### config.mk
export PLATFORM = sky130hd
export DESIGN_NAME = dtimer8
export DESIGN_NICKNAME = d
export VERILOG_FILES = /design/src/rtl/dtimer8.sv
export SDC_FILE = /design/constraint.sdc
export NUM_CORES = 1
export LEC_CHECK = 0
export ABC_AREA = 1
export CELL_PAD_IN_SITES_DETAIL_PLACEMENT = 2
export CELL_PAD_IN_SITES_GLOBAL_PLACEMENT = 2
export CORE_UTILIZATION = 35
export CTS_BUF_LIST = sky130_fd_sc_hd__clkbuf_4
export DETAILED_ROUTE_END_ITERATION = 8
export DONT_BUFFER_PORTS = 1
export PLACE_DENSITY_LB_ADDON = 0.1
export SETUP_SLACK_MARGIN = 0.05
export SLEW_MARGIN = 5
export SYNTH_ARGS = -nofsm -noshare
export SYNTH_HDL_FRONTEND = slang
export SYNTH_SLANG_ARGS = --single-unit
### constraint.sdc
create_clock -name clk -period 1.9 [get_ports clk]
set_input_delay 0.095 -clock clk [delete_from_list [all_inputs] [get_ports clk]]
set_output_delay 0.095 -clock clk [all_outputs]
set_load 0.01 [all_outputs]
### src/rtl/dtimer8.sv
module dtimer8 #(
  parameter int W = 8
) (
  input  logic         clk,
  input  logic         rst_n,
  input  logic         wr_en,
  input  logic         rd_en,
  input  logic [1:0]   addr,
  input  logic [W-1:0] wdata,
  output logic [W-1:0] rdata,
  input  logic         cap_hw,
  input  logic         cap_chain_in,
  output logic         cap_chain_out,
  output logic         tc_out,
  output logic         cmp_out,
  output logic         irq_out
);
  localparam logic [1:0] A_CNT = 2'd0;
  localparam logic [1:0] A_PER = 2'd1;
  localparam logic [1:0] A_CMP = 2'd2;
  localparam logic [1:0] A_CTL = 2'd3;

  logic [W-1:0] cnt, per, cmpv;
  logic [2:0]   ctl;
  logic         hw_q;

  wire en      = ctl[0];
  wire irq_cmp = ctl[1];
  wire le_mode = ctl[2];
  wire wr_per  = wr_en && addr == A_PER;
  wire rd_cnt  = rd_en && addr == A_CNT;
  wire sw_cap  = (rd_cnt || cap_chain_in) && !cap_hw;
  wire hw_edge = cap_hw && !hw_q;
  wire div1    = per == '0;
  wire at_zero = cnt == '0;

  always_ff @(posedge clk) begin
    if (!rst_n) begin
      cnt  <= '0;
      per  <= '0;
      cmpv <= '0;
      ctl  <= '0;
      hw_q <= 1'b0;
    end else begin
      hw_q <= cap_hw;
      if (wr_per) per <= wdata;
      if (wr_en && addr == A_CTL) ctl <= wdata[2:0];
      if (en) cnt <= at_zero ? per : cnt - 1'b1;
      else if (wr_per) cnt <= wdata;
      if (hw_edge || sw_cap) cmpv <= cnt;
      else if (wr_en && addr == A_CMP) cmpv <= wdata;
    end
  end

  assign cap_chain_out = sw_cap;
  assign cmp_out = le_mode ? (cnt <= cmpv) : (cnt < cmpv);
  assign tc_out  = en && (div1 ? ~clk : at_zero);
  assign irq_out = en && (div1 ? ~clk : (irq_cmp ? cmp_out : at_zero));

  always_comb begin
    case (addr)
      A_CMP:   rdata = cmpv;
      A_CTL:   rdata = {{(W-3){1'b0}}, ctl};
      default: rdata = '0;
    endcase
  end

  assert_decrement_R2: assert property (@(posedge clk) disable iff (!rst_n)
    en && !at_zero |=> cnt == $past(cnt) - 1'b1);
  assert_reload_R2: assert property (@(posedge clk) disable iff (!rst_n)
    en && at_zero |=> cnt == $past(per));
  assert_period_load_R3: assert property (@(posedge clk) disable iff (!rst_n)
    !en && wr_per |=> cnt == $past(wdata));
  assert_idle_hold_R3: assert property (@(posedge clk) disable iff (!rst_n)
    !en && !wr_per |=> $stable(cnt));
  assert_sw_capture_R4: assert property (@(posedge clk) disable iff (!rst_n)
    rd_cnt && !cap_hw && !wr_en |=> cmpv == $past(cnt));
  assert_count_read_zero_R4: assert property (@(posedge clk) disable iff (!rst_n)
    rd_cnt |-> rdata == '0);
  assert_hw_capture_R5: assert property (@(posedge clk) disable iff (!rst_n)
    cap_hw && !hw_q |=> cmpv == $past(cnt));
  assert_sw_masked_R6: assert property (@(posedge clk) disable iff (!rst_n)
    cap_hw && hw_q && !wr_en |=> $stable(cmpv));
  assert_div1_hold_R7: assert property (@(posedge clk) disable iff (!rst_n)
    en && div1 && at_zero |=> cnt == '0);
endmodule

==> results.md <==
* Crit. End Element: output port
* Yosys warns at 0
* Die height at 73.3 um
* Worst Hold Endpoint: per[7]
* 1st-iter DRT viols at 87
* Final Hold Viols at 0
* Die ar. at 0.00537 mm2
* Final worst setup slack at -15.3 ps
* Later-pin clock latency in the skew report at 360 ps
* Remaining DRCs at 0
* Setup violators final at 1
* RSZ-0062 raised after global routing: true
* GRT Overall Usage at 0.276
* Startpoint types: flip-flop
* Initial Utilization at 0.369
* Static leakage at 1.00 nW
* DPL Wire Length at 4460 um
* Rel. slew slack at 0.563
* MaxCap Viol Count at 0
* Worst Tran Pin Value at 655 ps
* Fin crit share at 1.01
* Num ports at 28
* Final nets at 321
* Status: complete, but fails checks
* Hold/Removal Path Class: in -> reg
* Placer Congestion at 0.807
* Failing checks: negative setup slack
* Top post-synthesis cells by area: dfxtp_1, nand2_1, a21oi_1
* Final Power at 2.21 mW
* Critical Path Fanout Max at 5
* Initial antenna violation count at 0
* Mapped Avg Cell Area at 6.56 um2
* TritonCTS clock tree: yes
* DP Area at 0.00183 mm2
* Setup WS pre-CTS at 242 ps
* Post-synth cell types at 29
* Largest area contributor in the netlist: dfxtp_1
* Final Instance Area at 0.00230 mm2
* Remaining antenna violation count after routing at 0
* Post-synthesis register bit count at 28
* Core area at 0.00482 mm2
* Vias at 2,026
* Layout cell share with drive strength beyond 1 at 0.215
* Vias in the first global route at 2,113
* Layout area overhead at 29.3%
* Synthesized area at 0.00178 mm2
* Peak supply drop at 0.000472 V
* R2R setup slack at 170 ps
* Area share of the largest cell type after synthesis at 0.315
* Final wirelength at 8010 um
* Largest net degree at the start of global routing at 17
* Mapped Cells at 271
* WL/cell at 22.0 um
* Peak Freq at 522 MHz
* Pwr/cell area at 964 mW/mm2
* Worst hold path stage count at 2
* First-pass GRT wire length at 10,600 um
* Site Rows at 25
* Worst reg2reg path depth at 7
* Worst Path Arrival at 1820 ps
* Clock-pin slew on the worst setup and hold paths at 100 ps
* Minimum clock period at 1920 ps
* Register area share after synthesis at 0.315
* Final Slew Violations at 0
* Syn Nets at 297
* Reg2reg start: cnt[0]
* # port buffers at 0
* # diodes at 0
* Hold wc startpoint: wdata[7]
* RR Endpoint: cnt[5]
* Drt first pass iters at 4
* Crit path kind: reg -> out
* Via/cell ratio at 5.57
* CP required at 1800 ps
* Total congestion overflow at 0
* Die Wd at 73.3 um
* Post-route setup TNS at -15.3 ps
* Clk_skew at 56.4 ps
[where the power goes]
part	switching, mW	total (mW)	internal, mW
registers	0.0396	0.666	0.627
clock network	0.403	0.872	0.469
logic	0.437	0.676	0.239
total	0.880	2.21	1.33
[how the worst max path moves through the flow]
| stage | start | to | slack [ps] | cells after the start |
|---|---|---|---|---|
| global placement | cnt[0] | cnt[1] | 320 | 9 |
| detailed placement | cnt[0] | irq_out | 240 | 8 |
| finish | cnt[1] | irq_out | -20 | 8 |
| CTS | clk | irq_out | 20 | 7 |
| floorplan | cnt[0] | irq_out | 430 | 9 |
| global route | cnt[7] | irq_out | -70 | 8 |
[timing repair]
item	CTS	global route
buffers inserted	3	7
gates resized for setup	20	32
hold endpoints to repair	20	0
hold buffers	9	0
endpoints found under the setup margin	3	3
pin swaps	3	6
[critical path, cell delays in order (launching register included)]
cell      delay, ps
dfxtp_4         390
inv_4            90
ha_4            150
nand3_4          90
nor2_4          190
clkinv_4        110
a21oi_4         150
nand2_2         100
a21oi_4         180
[area by class of cell]
type                            count  area [um2]
Fill cell                         582        2520
Clock inverter                      5        36.3
Inverter                           40         160
Multi-Input combinational cell    195        1150
Clock buffer                        9         114
Timing Repair Buffer               20         176
Sequential cell                    28         573
Tap cell                           67        83.8
[sequential cells by signal (all words and copies together) (netlist names)]
name / cells
cmpv: 8
cnt: 8
per: 8
ctl: 3
hw_q: 1
[logic make-up (layout without fill, tap and decap cells)]
kind of cell,Yosys count,count (layout),share of synthesized area
AOI/OAI and AO/OA,69,69,0.219
xor gates and xnor gates,2,2,0.00985
adders and majority gates,10,10,0.0704
buffers and inverters,48,74,0.112
DFF,28,28,0.315
and+or+nand+nor,114,114,0.274
[through the flow]
| step | utilization | hold slack [ps] | instances |
|---|---|---|---|
| 3_3_place_gp | 0.380 | 191 | 333 |
| 4_1_cts | 0.443 | 2.44 | 357 |
| 3_5_place_dp | 0.380 | 200 | 333 |
| 6_report | 0.477 | 11.0 | 364 |
| 5_1_grt | 0.477 | 8.35 | 364 |
| 2_1_floorplan | - | 188 | 271 |
[synthesized netlist by cell type]
cell type	count
a21oi_2	3
nor2_2	1
a21oi_4	1
o211ai_1	2
dfxtp_1	28
o21ai_0	23
inv_2	3
xor2_1	1
a21o_1	1
nor2_4	1
buf_4	2
buf_2	3
nor3_1	1
xnor2_1	1
nand2_4	1
inv_1	38
buf_6	1
nor2_1	22
clkbuf_1	1
nand2_1	73
o21ai_2	2
nand2_2	1
ha_1	10
nand3_1	12
o21ai_1	1
nor2_8	1
o22ai_1	5
nand3_2	1
a21oi_1	31
[cell usage in the layout (no fill, tap or decap), drive strengths merged]
master	n
nor2	25
a21oi	35
nor3	1
dlygate4sd3	9
xnor2	1
bufinv	1
nand3	13
clkinv	2
clkbuf	5
o22ai	5
buf	15
xor2	1
nand2	75
o21ai	26
dfxtp	28
a21o	1
ha	10
o211ai	2
inv	42
[layer usage]
metal | track usage | wire length (um) | up-vias
met1 | 0.299 | 3260 | 995
met5 | 0 | 0 | -
met2 | 0.508 | 4000 | 75
met4 | 0.131 | 389 | 0
li1 | - | - | 925
met3 | 0.0604 | 358 | 31
Note: power is estimated with default switching activity, not from simulation.
